[src/rtl/debounce_pkg.sv]
package debounce_pkg;
  // Width of the edge-watch shift register; the press pattern is built from it.
  localparam int unsigned EDGE_W = 4;

  // Newest samples sit in the upper half (low), older samples in the lower half (high).
  function automatic logic [EDGE_W-1:0] press_pattern();
    logic [EDGE_W-1:0] p;
    for (int i = 0; i < EDGE_W; i++) p[i] = (i < EDGE_W/2);
    return p;
  endfunction

  function automatic int unsigned hold_cycles(input int unsigned khz, input int unsigned us);
    return (khz * us) / 1000;
  endfunction
endpackage

[src/rtl/deb_sync2.sv]
module deb_sync2 #(
  parameter int unsigned STAGES = 2
) (
  input  logic clk,
  input  logic rst,
  input  logic d_in,
  output logic d_out
);
  logic [STAGES-1:0] chain;

  always_ff @(posedge clk) begin
    if (rst) chain <= '1;
    else     chain <= {chain[STAGES-2:0], d_in};
  end

  assign d_out = chain[STAGES-1];
endmodule

[src/rtl/deb_edge_watch.sv]
module deb_edge_watch
  import debounce_pkg::*;
(
  input  logic              clk,
  input  logic              rst,
  input  logic              armed,
  input  logic              level,
  output logic [EDGE_W-1:0] window,
  output logic              edge_seen
);
  // Sampling on the falling edge keeps the window settled for the rising-edge flag logic.
  always_ff @(negedge clk) begin
    if (rst)        window <= '1;
    else if (armed) window <= {level, window[EDGE_W-1:1]};
  end

  assign edge_seen = (window == press_pattern());
endmodule

[src/rtl/deb_holdoff.sv]
module deb_holdoff #(
  parameter int unsigned HOLD_MAX = 8,
  localparam int unsigned CNT_W = $clog2(HOLD_MAX + 1)
) (
  input  logic             clk,
  input  logic             rst,
  input  logic             level,
  output logic [CNT_W-1:0] count,
  output logic             expired
);
  localparam logic [CNT_W-1:0] LIMIT = CNT_W'(HOLD_MAX);

  always_ff @(posedge clk) begin
    if (rst || level)     count <= '0;
    else if (count != LIMIT) count <= count + CNT_W'(1);
  end

  assign expired = (count == LIMIT);
endmodule

[src/rtl/deb_strobe.sv]
module deb_strobe (
  input  logic clk,
  input  logic rst,
  input  logic flag,
  output logic strobe
);
  logic flag_d;

  always_ff @(posedge clk) begin
    if (rst) begin
      flag_d <= 1'b1;
      strobe <= 1'b0;
    end else begin
      flag_d <= flag;
      strobe <= flag && !flag_d;
    end
  end
endmodule

[src/rtl/button_debounce.sv]
module button_debounce
  import debounce_pkg::*;
#(
  parameter int unsigned CLK_KHZ = 50000,
  parameter int unsigned HOLD_US = 10,
  localparam int unsigned HOLD_MAX = hold_cycles(CLK_KHZ, HOLD_US),
  localparam int unsigned CNT_W = $clog2(HOLD_MAX + 1)
) (
  input  logic clk,
  input  logic rst,
  input  logic btn_raw,
  output logic btn_flag,
  output logic press_pulse
);
  logic              btn_sync;
  logic [EDGE_W-1:0] edge_win;
  logic              edge_hit;
  logic [CNT_W-1:0]  hold_cnt;
  logic              hold_done;
  logic              flag_q;

  deb_sync2 #(.STAGES(2)) u_sync (
    .clk(clk), .rst(rst), .d_in(btn_raw), .d_out(btn_sync)
  );

  deb_edge_watch u_edge (
    .clk(clk), .rst(rst), .armed(flag_q), .level(btn_sync),
    .window(edge_win), .edge_seen(edge_hit)
  );

  deb_holdoff #(.HOLD_MAX(HOLD_MAX)) u_hold (
    .clk(clk), .rst(rst), .level(btn_sync),
    .count(hold_cnt), .expired(hold_done)
  );

  // Re-arm outranks the edge clear.
  always_ff @(posedge clk) begin
    if (rst)            flag_q <= 1'b1;
    else if (hold_done) flag_q <= 1'b1;
    else if (edge_hit)  flag_q <= 1'b0;
  end

  deb_strobe u_strobe (
    .clk(clk), .rst(rst), .flag(flag_q), .strobe(press_pulse)
  );

  assign btn_flag = flag_q;
endmodule

[config.mk]
export PLATFORM = sky130hd
export DESIGN_NAME = button_debounce
export DESIGN_NICKNAME = d
export VERILOG_FILES = /design/src/rtl/debounce_pkg.sv /design/src/rtl/deb_sync2.sv /design/src/rtl/deb_edge_watch.sv /design/src/rtl/deb_holdoff.sv /design/src/rtl/deb_strobe.sv /design/src/rtl/button_debounce.sv
export SDC_FILE = /design/constraint.sdc
export NUM_CORES = 1
export LEC_CHECK = 0
export BUFFER_PORTS_ARGS = -buffer_cell sky130_fd_sc_hd__buf_2
export CORE_ASPECT_RATIO = 1.2
export CORE_MARGIN = 1
export CORE_UTILIZATION = 37
export CTS_CLUSTER_SIZE = 10
export DETAILED_ROUTE_END_ITERATION = 12
export HOLD_SLACK_MARGIN = 0.02
export PLACE_DENSITY_LB_ADDON = 0.3
export SYNTH_ARGS = -nofsm -noshare
export SYNTH_HDL_FRONTEND = slang
export SYNTH_SLANG_ARGS = --single-unit
[constraint.sdc]
create_clock -name clk -period 2.6 [get_ports clk]
set_clock_uncertainty 0.1 [all_clocks]
set_input_delay 0.52 -clock clk [delete_from_list [all_inputs] [get_ports clk]]
set_output_delay 0.52 -clock clk [all_outputs]
set_load 0.05 [all_outputs]
==> flow_results.xml, run 1 <==
<?xml version="1.0" encoding="UTF-8"?>
<metrics>
  <group name="run_status">
    <metric name="status" unit="">completed</metric>
  </group>
  <group name="routing">
    <metric name="detailroute.via_count" unit="">553</metric>
    <metric name="antenna_violating_nets_post_route" unit="">0</metric>
    <metric name="avgRoutedWirePerCell" unit="um">10.7</metric>
    <metric name="finalWirelength" unit="um">1100</metric>
    <metric name="first_pass_iteration_count_of_the_detailed_router" unit="">4</metric>
    <metric name="routed_via_density" unit="">5.37</metric>
    <metric name="detailed_route_drc_error_count" unit="">0</metric>
    <metric name="drt_iter0_drc" unit="">2</metric>
  </group>
  <group name="die">
    <metric name="pin_count" unit="">5</metric>
    <metric name="design.core.area" unit="um^2">1830</metric>
    <metric name="fp.dieW" unit="um">42.2</metric>
    <metric name="initial_utilization" unit="">0.392</metric>
    <metric name="floorplan.die.height" unit="um">50.2</metric>
    <metric name="fp.dieArea" unit="um^2">2120</metric>
    <metric name="rows" unit="">17</metric>
  </group>
  <group name="clocking">
    <metric name="htree_num_levels" unit="">1</metric>
    <metric name="clock_sinks" unit="">18</metric>
    <metric name="tritoncts" unit="">built</metric>
    <metric name="clk_pin_slew" unit="ns">0.11</metric>
    <metric name="cts_buffers" unit="">3</metric>
    <metric name="postCtsResizedCells" unit="">0</metric>
    <metric name="ctsHoldBuffers" unit="">0</metric>
    <metric name="ctsRootBufferMaster" unit="">sky130_fd_sc_hd__clkbuf_4</metric>
    <metric name="clk-insertion-delay-late" unit="ns">0.35</metric>
    <metric name="cts.path.max_buffers" unit="">2</metric>
    <metric name="postCtsSetupBuffers" unit="">0</metric>
  </group>
  <group name="critical_path">
    <metric name="timing.rr.start" unit="">btn_flag</metric>
    <metric name="crit-reg2reg-capture" unit="">u_edge.window[1]</metric>
    <metric name="crit_end" unit="">u_edge.window[1]</metric>
    <metric name="critPathLaunch" unit="">btn_flag</metric>
    <metric name="critical_path.max_fanout" unit="">12</metric>
    <metric name="critical_path_class" unit="">flip-flop to flip-flop</metric>
    <metric name="critPathLaunchType" unit="">flip-flop</metric>
    <metric name="cp.required" unit="ns">1.43</metric>
    <metric name="ff2ff_setup_slack" unit="ns">0.35</metric>
    <metric name="cp-end-kind" unit="">flip-flop</metric>
    <metric name="ff2ff_path_depth" unit="">2</metric>
    <metric name="worst-endpoint-arrival" unit="ns">1.09</metric>
  </group>
  <group name="synthesis">
    <metric name="postSynthCellCount" unit="">76</metric>
    <metric name="synth_fp_nets" unit="">81</metric>
    <metric name="syn_area_per_cell" unit="um^2">9.43</metric>
    <metric name="ys_warnings" unit="">0</metric>
    <metric name="yosysSeqAreaShare" unit="">0.503</metric>
    <metric name="yosys_register_bits" unit="">18</metric>
    <metric name="post_synth_num_cell_types" unit="">26</metric>
    <metric name="syn-cell-area" unit="um^2">717</metric>
  </group>
  <group name="power">
    <metric name="total_switching_power" unit="W">0.000105</metric>
    <metric name="power_report.internal_total" unit="W">0.000348</metric>
    <metric name="power.share.sequential" unit="">0.621</metric>
    <metric name="power_switching_share" unit="">0.232</metric>
    <metric name="power_density" unit="nW/um^2">576</metric>
    <metric name="pwr-share-comb" unit="">0.020</metric>
    <metric name="max-vdd-ir-drop" unit="mV">0.417</metric>
    <metric name="p_clk_frac" unit="">0.360</metric>
    <metric name="totalPowerFinal" unit="W">0.000453</metric>
    <metric name="power_leakage" unit="nW">0.281</metric>
  </group>
  <group name="grt">
    <metric name="grt_pass1_wl" unit="um">1860</metric>
    <metric name="overflow" unit="">0</metric>
    <metric name="grt_util_met2" unit="">0.187</metric>
    <metric name="grt_max_degree" unit="">13</metric>
    <metric name="grt-busiest-layer" unit="">met2</metric>
    <metric name="use_met1" unit="">0.138</metric>
    <metric name="globalRouteMet3Util" unit="">0.0216</metric>
    <metric name="initial_antenna_violation_count" unit="">0</metric>
    <metric name="track_usage" unit="">0.114</metric>
    <metric name="vias_in_the_first_global_route" unit="">464</metric>
  </group>
  <group name="sta">
    <metric name="tightestPinTransition" unit="ns">0.285</metric>
    <metric name="worst_slack" unit="ns">0.348</metric>
    <metric name="timing.max_slew.rel_slack" unit="">0.810</metric>
    <metric name="final-setup-viol-count" unit="">0</metric>
    <metric name="timing.final.max_slew_violations" unit="">0</metric>
    <metric name="setup-tns-final" unit="ns">0</metric>
    <metric name="final_hold_viol_count" unit="">0</metric>
    <metric name="grt_setup_unrepaired" unit="">false</metric>
  </group>
  <group name="finish">
    <metric name="antenna_cells_inserted" unit="">0</metric>
    <metric name="area.growth.synth_to_final" unit="%">9.77</metric>
    <metric name="final_cell_area" unit="um^2">787</metric>
    <metric name="instances_no_fill" unit="">103</metric>
    <metric name="layout.nets" unit="">90</metric>
    <metric name="layout-drive-gt1-share" unit="">0.143</metric>
  </group>
  <group name="hold_path">
    <metric name="worst_hold_path_type" unit="">flip-flop to flip-flop</metric>
  </group>
  <group name="run">
    <metric name="max-cap-violations" unit="">0</metric>
  </group>
  <group name="place">
    <metric name="pre_cts_ws" unit="ns">0.165</metric>
    <metric name="placed_area" unit="um^2">748</metric>
    <metric name="finalWeightedCongestion" unit="">0.738</metric>
    <metric name="place.detailed.hpwl" unit="um">794</metric>
    <metric name="placed_cells_incl_taps" unit="">96</metric>
    <metric name="io_buffer_count" unit="">4</metric>
  </group>
</metrics>
-- kinds of logic (layout without fill, tap and decap cells) --
| group | after synthesis | count (layout) | share of synthesized area |
|---|---|---|---|
| simple gates | 30 | 30 | 0.253 |
| compound gates | 18 | 18 | 0.157 |
| flops | 18 | 18 | 0.503 |
| buf+inv | 7 | 15 | 0.0401 |
| fa+ha+maj | 2 | 2 | 0.0349 |
| xor+xnor | 1 | 1 | 0.0122 |
-- cells in the final DEF, fill, tap and decap left out --
master	instances
sky130_fd_sc_hd__dfxtp_1	17
sky130_fd_sc_hd__nand4bb_1	1
sky130_fd_sc_hd__a21oi_1	5
sky130_fd_sc_hd__clkinvlp_2	1
sky130_fd_sc_hd__nand4_1	2
sky130_fd_sc_hd__a31oi_1	1
sky130_fd_sc_hd__or3_1	4
sky130_fd_sc_hd__dfxtp_2	1
sky130_fd_sc_hd__a211o_1	4
sky130_fd_sc_hd__nand4b_1	1
sky130_fd_sc_hd__nand3_1	3
sky130_fd_sc_hd__a21o_1	1
sky130_fd_sc_hd__xnor2_1	1
sky130_fd_sc_hd__o21ai_0	6
sky130_fd_sc_hd__nor4_1	1
sky130_fd_sc_hd__or2_1	2
sky130_fd_sc_hd__and3_1	1
sky130_fd_sc_hd__nand2_1	2
sky130_fd_sc_hd__buf_2	4
sky130_fd_sc_hd__a31o_1	1
sky130_fd_sc_hd__nor3b_1	2
sky130_fd_sc_hd__inv_1	7
sky130_fd_sc_hd__clkbuf_4	3
sky130_fd_sc_hd__nor2b_1	4
sky130_fd_sc_hd__ha_1	2
sky130_fd_sc_hd__nor2_1	2
sky130_fd_sc_hd__or2_2	3
sky130_fd_sc_hd__nor3_1	2
-- worst min-delay path by stage --
stage / from / to / slack [ns] / cells past startpoint
final: u_strobe.flag_d / u_strobe.strobe / 0.30 / 1
after floorplan: u_strobe.flag_d / u_strobe.strobe / 0.27 / 1
after detailed placement: u_strobe.flag_d / u_strobe.strobe / 0.29 / 1
after global placement: u_strobe.flag_d / u_strobe.strobe / 0.29 / 1
after CTS: btn_raw / u_sync.chain[0] / 0.30 / 2
after global routing: btn_raw / u_sync.chain[0] / 0.30 / 2
-- state kept, by name, summed over array words and instances, names as in the netlist --
signal	flops
u_edge.window	4
btn_flag	1
u_sync.chain	2
u_hold.count	9
u_strobe.flag_d	1
u_strobe.strobe	1
-- layer usage --
metal,vias to the layer above,part of all wire
li1,285,-
met1,257,0.50
met2,9,0.45
met3,2,0.035
met4,0,0.017
met5,-,0
-- power by group through the flow --
stage	Sequential (W)	Combinational [W]	Clock, W
2_1_floorplan	0.000287	0.00000711	0.0000120
3_3_place_gp	0.000287	0.00000894	0.0000120
3_5_place_dp	0.000287	0.00000922	0.0000120
4_1_cts	0.000281	0.00000920	0.000171
5_1_grt	0.000282	0.0000101	0.000184
6_report	0.000281	0.00000893	0.000163
-- cell type report --
cell class	count	area (um^2)
Multi-Input combinational cell	51	328
Inverter	3	11.3
Tap cell	19	23.8
Fill cell	183	1040
Clock inverter	5	20.0
Sequential cell	18	362
Timing Repair Buffer	4	20.0
Clock buffer	3	22.5
-- cell usage after synthesis --
cell type / count / area share
sky130_fd_sc_hd__nor2b_1: 4 / 0.035
sky130_fd_sc_hd__a31o_1: 1 / 0.012
sky130_fd_sc_hd__o21ai_0: 6 / 0.042
sky130_fd_sc_hd__ha_1: 2 / 0.035
sky130_fd_sc_hd__clkbuf_1: 1 / 0.0052
sky130_fd_sc_hd__or3_1: 4 / 0.035
sky130_fd_sc_hd__xnor2_1: 1 / 0.012
sky130_fd_sc_hd__nor3b_1: 2 / 0.021
sky130_fd_sc_hd__nand4b_1: 1 / 0.012
sky130_fd_sc_hd__a21o_1: 1 / 0.010
sky130_fd_sc_hd__nor4_1: 1 / 0.0087
sky130_fd_sc_hd__nand4_1: 2 / 0.017
sky130_fd_sc_hd__nand3_1: 3 / 0.021
sky130_fd_sc_hd__nor3_1: 2 / 0.014
sky130_fd_sc_hd__nand2_1: 2 / 0.010
sky130_fd_sc_hd__nand4bb_1: 1 / 0.016
sky130_fd_sc_hd__dfxtp_1: 18 / 0.50
sky130_fd_sc_hd__inv_1: 4 / 0.021
sky130_fd_sc_hd__a31oi_1: 1 / 0.0087
sky130_fd_sc_hd__buf_2: 2 / 0.014
sky130_fd_sc_hd__or2_1: 2 / 0.017
sky130_fd_sc_hd__or2_2: 3 / 0.026
sky130_fd_sc_hd__a211o_1: 4 / 0.049
sky130_fd_sc_hd__and3_1: 1 / 0.0087
sky130_fd_sc_hd__a21oi_1: 5 / 0.035
sky130_fd_sc_hd__nor2_1: 2 / 0.010
-- through the flow --
stage,util,hold WS [ns]
2_1_floorplan,-,0.272
3_3_place_gp,0.409,0.292
3_5_place_dp,0.409,0.295
4_1_cts,0.430,0.296
5_1_grt,0.430,0.301
6_report,0.430,0.302
-- worst max-delay path: stages, from the launching register on --
cell and delay (ns):
sky130_fd_sc_hd__dfxtp_2 0.45, sky130_fd_sc_hd__nor2b_1 0.08, sky130_fd_sc_hd__a211o_1 0.26
(Power assumes the default switching activity.)
==> run 2: changes to the inputs <==
--- a/config.mk
+++ b/config.mk
@@ -6,13 +6,12 @@
 export NUM_CORES = 1
 export LEC_CHECK = 0
 export BUFFER_PORTS_ARGS = -buffer_cell sky130_fd_sc_hd__buf_2
-export CORE_ASPECT_RATIO = 1.2
 export CORE_MARGIN = 1
 export CORE_UTILIZATION = 37
 export CTS_CLUSTER_SIZE = 10
 export DETAILED_ROUTE_END_ITERATION = 12
 export HOLD_SLACK_MARGIN = 0.02
-export PLACE_DENSITY_LB_ADDON = 0.3
+export REMOVE_ABC_BUFFERS = 1
 export SYNTH_ARGS = -nofsm -noshare
 export SYNTH_HDL_FRONTEND = slang
 export SYNTH_SLANG_ARGS = --single-unit
==> flow_results.xml, run 2 (same netlist as run 1, synthesis figures left out) <==
<?xml version="1.0" encoding="UTF-8"?>
<metrics>
  <group name="run_status">
    <metric name="status" unit="">completed</metric>
  </group>
  <group name="sta">
    <metric name="grt_setup_unrepaired" unit="">false</metric>
    <metric name="final-setup-viol-count" unit="">0</metric>
    <metric name="tightestPinTransition" unit="ns">0.342</metric>
    <metric name="timing.max_slew.rel_slack" unit="">0.772</metric>
    <metric name="timing.final.max_slew_violations" unit="">0</metric>
    <metric name="worst_slack" unit="ns">0.251</metric>
    <metric name="final_hold_viol_count" unit="">0</metric>
    <metric name="setup-tns-final" unit="ns">0</metric>
  </group>
  <group name="power">
    <metric name="max-vdd-ir-drop" unit="mV">0.326</metric>
    <metric name="power_leakage" unit="nW">0.285</metric>
    <metric name="power_density" unit="nW/um^2">573</metric>
    <metric name="totalPowerFinal" unit="W">0.000455</metric>
  </group>
  <group name="critical_path">
    <metric name="crit_cells" unit="">2</metric>
    <metric name="crit_path_slowest_cell" unit="">sky130_fd_sc_hd__dfxtp_1</metric>
    <metric name="ff2ff_setup_slack" unit="ns">0.25</metric>
    <metric name="critical_path.max_fanout" unit="">12</metric>
    <metric name="critPathLaunch" unit="">btn_flag</metric>
    <metric name="critical_path_class" unit="">flip-flop to flip-flop</metric>
    <metric name="crit-reg2reg-capture" unit="">u_edge.window[2]</metric>
    <metric name="cp.required" unit="ns">1.43</metric>
    <metric name="crit_end" unit="">u_edge.window[2]</metric>
    <metric name="cp-end-kind" unit="">flip-flop</metric>
    <metric name="worstPathCellList" unit="">nor2b_1 -&gt; a211o_1</metric>
    <metric name="max_stage_delay" unit="ns">0.54</metric>
    <metric name="worst-endpoint-arrival" unit="ns">1.18</metric>
    <metric name="timing.rr.start" unit="">btn_flag</metric>
    <metric name="critPathBufInv" unit="">0</metric>
    <metric name="critPathLaunchType" unit="">flip-flop</metric>
    <metric name="ff2ff_path_depth" unit="">2</metric>
    <metric name="critPathTopFamily" unit="">flip-flops</metric>
  </group>
  <group name="die">
    <metric name="initial_utilization" unit="">0.406</metric>
    <metric name="pin_count" unit="">5</metric>
    <metric name="floorplan.die.height" unit="um">46.0</metric>
    <metric name="fp.dieW" unit="um">46.0</metric>
    <metric name="fp.dieArea" unit="um^2">2120</metric>
    <metric name="rows" unit="">15</metric>
    <metric name="design.core.area" unit="um^2">1760</metric>
  </group>
  <group name="place">
    <metric name="pre_cts_ws" unit="ns">0.163</metric>
    <metric name="io_buffer_count" unit="">4</metric>
    <metric name="place.detailed.hpwl" unit="um">845</metric>
    <metric name="finalWeightedCongestion" unit="">0.723</metric>
    <metric name="placed_cells_incl_taps" unit="">102</metric>
  </group>
  <group name="routing">
    <metric name="routed_via_density" unit="">5.00</metric>
    <metric name="detailroute.via_count" unit="">545</metric>
    <metric name="finalWirelength" unit="um">1150</metric>
    <metric name="drt_iter0_drc" unit="">12</metric>
    <metric name="first_pass_iteration_count_of_the_detailed_router" unit="">4</metric>
    <metric name="detailed_route_drc_error_count" unit="">0</metric>
    <metric name="antenna_violating_nets_post_route" unit="">0</metric>
    <metric name="avgRoutedWirePerCell" unit="um">10.5</metric>
  </group>
  <group name="finish">
    <metric name="layout.core_utilization" unit="">0.450</metric>
    <metric name="most-common-layout-cells" unit="">sky130_fd_sc_hd__dfxtp_1 (18), sky130_fd_sc_hd__inv_1 (7), sky130_fd_sc_hd__o21ai_0 (6)</metric>
    <metric name="layout.nets" unit="">90</metric>
    <metric name="instances_no_fill" unit="">109</metric>
    <metric name="layout-drive-gt1-share" unit="">0.131</metric>
    <metric name="layout_commonest_cell" unit="">sky130_fd_sc_hd__dfxtp_1</metric>
    <metric name="antenna_cells_inserted" unit="">0</metric>
    <metric name="largest_register_ffs" unit="">9</metric>
    <metric name="area.growth.synth_to_final" unit="%">10.6</metric>
    <metric name="top_regs" unit="">u_hold.count: 9 flops, u_edge.window: 4 flops, u_sync.chain: 2 flops</metric>
    <metric name="largest_register" unit="">u_hold.count</metric>
  </group>
  <group name="grt">
    <metric name="grt_pass1_wl" unit="um">1930</metric>
    <metric name="vias_in_the_first_global_route" unit="">451</metric>
    <metric name="initial_antenna_violation_count" unit="">0</metric>
    <metric name="grt_max_degree" unit="">13</metric>
    <metric name="track_usage" unit="">0.131</metric>
    <metric name="overflow" unit="">0</metric>
  </group>
  <group name="clocking">
    <metric name="cts.path.max_buffers" unit="">2</metric>
    <metric name="ctsRootBufferMaster" unit="">sky130_fd_sc_hd__clkbuf_4</metric>
    <metric name="cts_buffers" unit="">3</metric>
    <metric name="postCtsSetupBuffers" unit="">0</metric>
    <metric name="htree_num_levels" unit="">1</metric>
    <metric name="clk_pin_slew" unit="ns">0.10</metric>
    <metric name="postCtsResizedCells" unit="">0</metric>
    <metric name="tritoncts" unit="">built</metric>
    <metric name="clk-insertion-delay-late" unit="ns">0.35</metric>
    <metric name="clock_sinks" unit="">18</metric>
    <metric name="ctsHoldBuffers" unit="">0</metric>
  </group>
  <group name="hold_path">
    <metric name="worst_hold_path_type" unit="">flip-flop to flip-flop</metric>
    <metric name="hold_path.startpoint" unit="">u_strobe.flag_d</metric>
  </group>
  <group name="run">
    <metric name="max-cap-violations" unit="">0</metric>
  </group>
</metrics>
## run 2: metal layers
| metal | wire [um] | GRT usage |
|---|---|---|
| met1 | 576 | 0.155 |
| met2 | 504 | 0.203 |
| met3 | 51 | 0.0635 |
| met4 | 12 | 0.0529 |
| met5 | 0 | 0 |
## run 2: worst min-delay path by stage
stage | end | slack, ns | depth (start not counted)
after floorplan | u_strobe.strobe | 0.27 | 1
after global placement | u_strobe.strobe | 0.29 | 1
after detailed placement | u_strobe.strobe | 0.29 | 1
after CTS | u_sync.chain[0] | 0.30 | 2
after global routing | u_sync.chain[0] | 0.29 | 2
final | u_strobe.strobe | 0.30 | 1
## run 2: through the flow
step	area (um^2)	hold WS, ns
after global placement	754	0.286
after floorplan	703	0.272
after CTS	793	0.300
final	793	0.301
after detailed placement	754	0.291
after global routing	793	0.293
## run 2: cell type report
cell class                      instances  area, um^2
Fill cell                             181         971
Tap cell                               25        31.3
Clock inverter                          5        20.0
Timing Repair Buffer                    4        20.0
Multi-Input combinational cell         51         328
Clock buffer                            3        22.5
Inverter                                3        11.3
Sequential cell                        18         360
## run 2: where the power goes
| part | total (W) | leakage [nW] | switching (W) | internal, W |
|---|---|---|---|---|
| Combinational | 0.00000900 | 0.100 | 0.00000463 | 0.00000437 |
| Sequential | 0.000281 | 0.146 | 0.00000216 | 0.000279 |
| Clock | 0.000165 | 0.0390 | 0.0000994 | 0.0000652 |
| Total | 0.000455 | 0.285 | 0.000106 | 0.000349 |
==> run 3: changes to the inputs <==
--- a/config.mk
+++ b/config.mk
@@ -7,7 +7,7 @@
 export LEC_CHECK = 0
 export BUFFER_PORTS_ARGS = -buffer_cell sky130_fd_sc_hd__buf_2
 export CORE_MARGIN = 1
-export CORE_UTILIZATION = 37
+export CORE_UTILIZATION = 40
 export CTS_CLUSTER_SIZE = 10
 export DETAILED_ROUTE_END_ITERATION = 12
 export HOLD_SLACK_MARGIN = 0.02
==> flow_results.xml, run 3 (same netlist as run 1, synthesis figures left out) <==
<?xml version="1.0" encoding="UTF-8"?>
<metrics>
  <group name="grt">
    <metric name="track_usage" unit="">0.144</metric>
    <metric name="vias_in_the_first_global_route" unit="">524</metric>
    <metric name="grt_max_degree" unit="">13</metric>
    <metric name="overflow" unit="">0</metric>
    <metric name="initial_antenna_violation_count" unit="">0</metric>
    <metric name="grt_pass1_wl" unit="um">2090</metric>
  </group>
  <group name="sta">
    <metric name="tightestPinTransition" unit="ns">0.345</metric>
    <metric name="timing.final.max_slew_violations" unit="">0</metric>
    <metric name="grt_setup_unrepaired" unit="">false</metric>
    <metric name="final_hold_viol_count" unit="">0</metric>
    <metric name="timing.max_slew.rel_slack" unit="">0.769</metric>
    <metric name="final-setup-viol-count" unit="">0</metric>
    <metric name="setup-tns-final" unit="ns">0</metric>
  </group>
  <group name="clocking">
    <metric name="postCtsSetupBuffers" unit="">0</metric>
    <metric name="clock_sinks" unit="">18</metric>
    <metric name="tritoncts" unit="">built</metric>
    <metric name="cts.path.max_buffers" unit="">2</metric>
    <metric name="cts_buffers" unit="">3</metric>
    <metric name="clk-insertion-delay-late" unit="ns">0.35</metric>
    <metric name="postCtsResizedCells" unit="">0</metric>
    <metric name="clk_pin_slew" unit="ns">0.10</metric>
    <metric name="ctsRootBufferMaster" unit="">sky130_fd_sc_hd__clkbuf_4</metric>
    <metric name="htree_num_levels" unit="">1</metric>
    <metric name="ctsHoldBuffers" unit="">0</metric>
  </group>
  <group name="die">
    <metric name="pin_count" unit="">5</metric>
    <metric name="floorplan.die.height" unit="um">44.3</metric>
    <metric name="fp.dieW" unit="um">44.3</metric>
    <metric name="rows" unit="">14</metric>
    <metric name="initial_utilization" unit="">0.450</metric>
    <metric name="design.core.area" unit="um^2">1590</metric>
    <metric name="fp.dieArea" unit="um^2">1970</metric>
  </group>
  <group name="critical_path">
    <metric name="worst-endpoint-arrival" unit="ns">1.18</metric>
    <metric name="max_stage_delay" unit="ns">0.54</metric>
    <metric name="critical_path.max_fanout" unit="">12</metric>
    <metric name="critPathLaunchType" unit="">flip-flop</metric>
    <metric name="cp-end-kind" unit="">flip-flop</metric>
    <metric name="worstPathCellList" unit="">nor2b_1 -&gt; a211o_1</metric>
    <metric name="cp.required" unit="ns">1.43</metric>
    <metric name="crit_path_slowest_cell" unit="">sky130_fd_sc_hd__dfxtp_1</metric>
    <metric name="critical_path_class" unit="">flip-flop to flip-flop</metric>
  </group>
  <group name="power">
    <metric name="power.share.sequential" unit="">0.585</metric>
    <metric name="max-vdd-ir-drop" unit="mV">0.433</metric>
    <metric name="power_leakage" unit="nW">0.289</metric>
    <metric name="power_report.internal_total" unit="W">0.000377</metric>
    <metric name="power_switching_share" unit="">0.216</metric>
    <metric name="total_switching_power" unit="W">0.000104</metric>
    <metric name="power_density" unit="nW/um^2">600</metric>
    <metric name="p_clk_frac" unit="">0.395</metric>
    <metric name="pwr-share-comb" unit="">0.019</metric>
  </group>
  <group name="routing">
    <metric name="drt_iter0_drc" unit="">4</metric>
    <metric name="detailed_route_drc_error_count" unit="">0</metric>
    <metric name="avgRoutedWirePerCell" unit="um">10.9</metric>
    <metric name="routed_via_density" unit="">5.10</metric>
    <metric name="antenna_violating_nets_post_route" unit="">0</metric>
    <metric name="detailroute.via_count" unit="">551</metric>
    <metric name="finalWirelength" unit="um">1170</metric>
    <metric name="first_pass_iteration_count_of_the_detailed_router" unit="">4</metric>
  </group>
  <group name="place">
    <metric name="placed_cells_incl_taps" unit="">101</metric>
    <metric name="io_buffer_count" unit="">4</metric>
    <metric name="placed_area" unit="um^2">753</metric>
    <metric name="place.detailed.hpwl" unit="um">806</metric>
    <metric name="finalWeightedCongestion" unit="">0.721</metric>
  </group>
  <group name="finish">
    <metric name="layout_commonest_cell" unit="">sky130_fd_sc_hd__dfxtp_1</metric>
    <metric name="largest_register_ffs" unit="">9</metric>
    <metric name="filler_cell_count" unit="">161</metric>
    <metric name="instances_no_fill" unit="">108</metric>
    <metric name="area.growth.synth_to_final" unit="%">11.7</metric>
    <metric name="layout.nets" unit="">90</metric>
    <metric name="top_regs" unit="">u_hold.count: 9 flops, u_edge.window: 4 flops, u_sync.chain: 2 flops</metric>
    <metric name="final_cell_area" unit="um^2">801</metric>
    <metric name="layout-drive-gt1-share" unit="">0.131</metric>
    <metric name="most-common-layout-cells" unit="">sky130_fd_sc_hd__dfxtp_1 (18), sky130_fd_sc_hd__inv_1 (7), sky130_fd_sc_hd__o21ai_0 (6)</metric>
    <metric name="antenna_cells_inserted" unit="">0</metric>
    <metric name="largest_register" unit="">u_hold.count</metric>
    <metric name="layout.core_utilization" unit="">0.502</metric>
  </group>
  <group name="run">
    <metric name="max-cap-violations" unit="">0</metric>
  </group>
  <group name="run_status">
    <metric name="status" unit="">completed</metric>
  </group>
  <group name="hold_path">
    <metric name="worst_hold_path_type" unit="">flip-flop to flip-flop</metric>
  </group>
</metrics>
## run 3: cell type report
| type | count | area [um^2] | share of cell area |
|---|---|---|---|
| clock buffers | 4 | 36.3 | 0.0453 |
| flip-flops and latches | 18 | 360 | 0.450 |
| multi-input cells | 51 | 328 | 0.409 |
| repair buffers | 4 | 20.0 | 0.0250 |
| clock inverters | 4 | 15.0 | 0.0188 |
| inverters | 3 | 11.3 | 0.0141 |
| well taps | 24 | 30.0 | 0.0375 |
## run 3: path summary, 6_finish.rpt
kind / from / endpoint / slack, ns / cells after the start
setup / recovery: btn_flag / u_edge.window[2] / 0.25 / 2
hold reg to reg: u_strobe.flag_d / u_strobe.strobe / 0.30 / 1
setup reg to reg: btn_flag / u_edge.window[2] / 0.25 / 2
hold / removal: u_strobe.flag_d / u_strobe.strobe / 0.30 / 1
## run 3: metal layers
| layer | vias up | share of wire | global-route usage |
|---|---|---|---|
| met2 | 13 | 0.42 | 0.226 |
| met1 | 254 | 0.53 | 0.180 |
| met4 | 0 | 0 | 0.0242 |
| met5 | - | 0 | 0 |
| met3 | 0 | 0.049 | 0.0735 |
| li1 | 284 | - | - |
## run 3: power groups by stage
stage / Combinational, W / Clock (W) / Sequential [W]
after floorplan: 0.00000481 / 0.0000120 / 0.000287
after global placement: 0.00000889 / 0.0000120 / 0.000287
after detailed placement: 0.00000927 / 0.0000120 / 0.000287
after CTS: 0.00000937 / 0.000198 / 0.000281
after global routing: 0.0000105 / 0.000216 / 0.000282
final: 0.00000927 / 0.000190 / 0.000281
## run 3: critical path: cells and delay by family, from the launching register on
| family | cells | cell delay [ns] |
|---|---|---|
| AOI/OAI and AO/OA | 1 | 0.27 |
| DFF | 1 | 0.54 |
| and+or+nand+nor | 1 | 0.09 |
## run 3: through the flow
step	power [W]	hold slack [ns]	setup WS (ns)
after floorplan	0.000303	0.272	-0.0381
after global placement	0.000308	0.293	0.182
after detailed placement	0.000308	0.282	0.161
after CTS	0.000489	0.298	0.246
after global routing	0.000508	0.293	0.159
final	0.000480	0.297	0.247
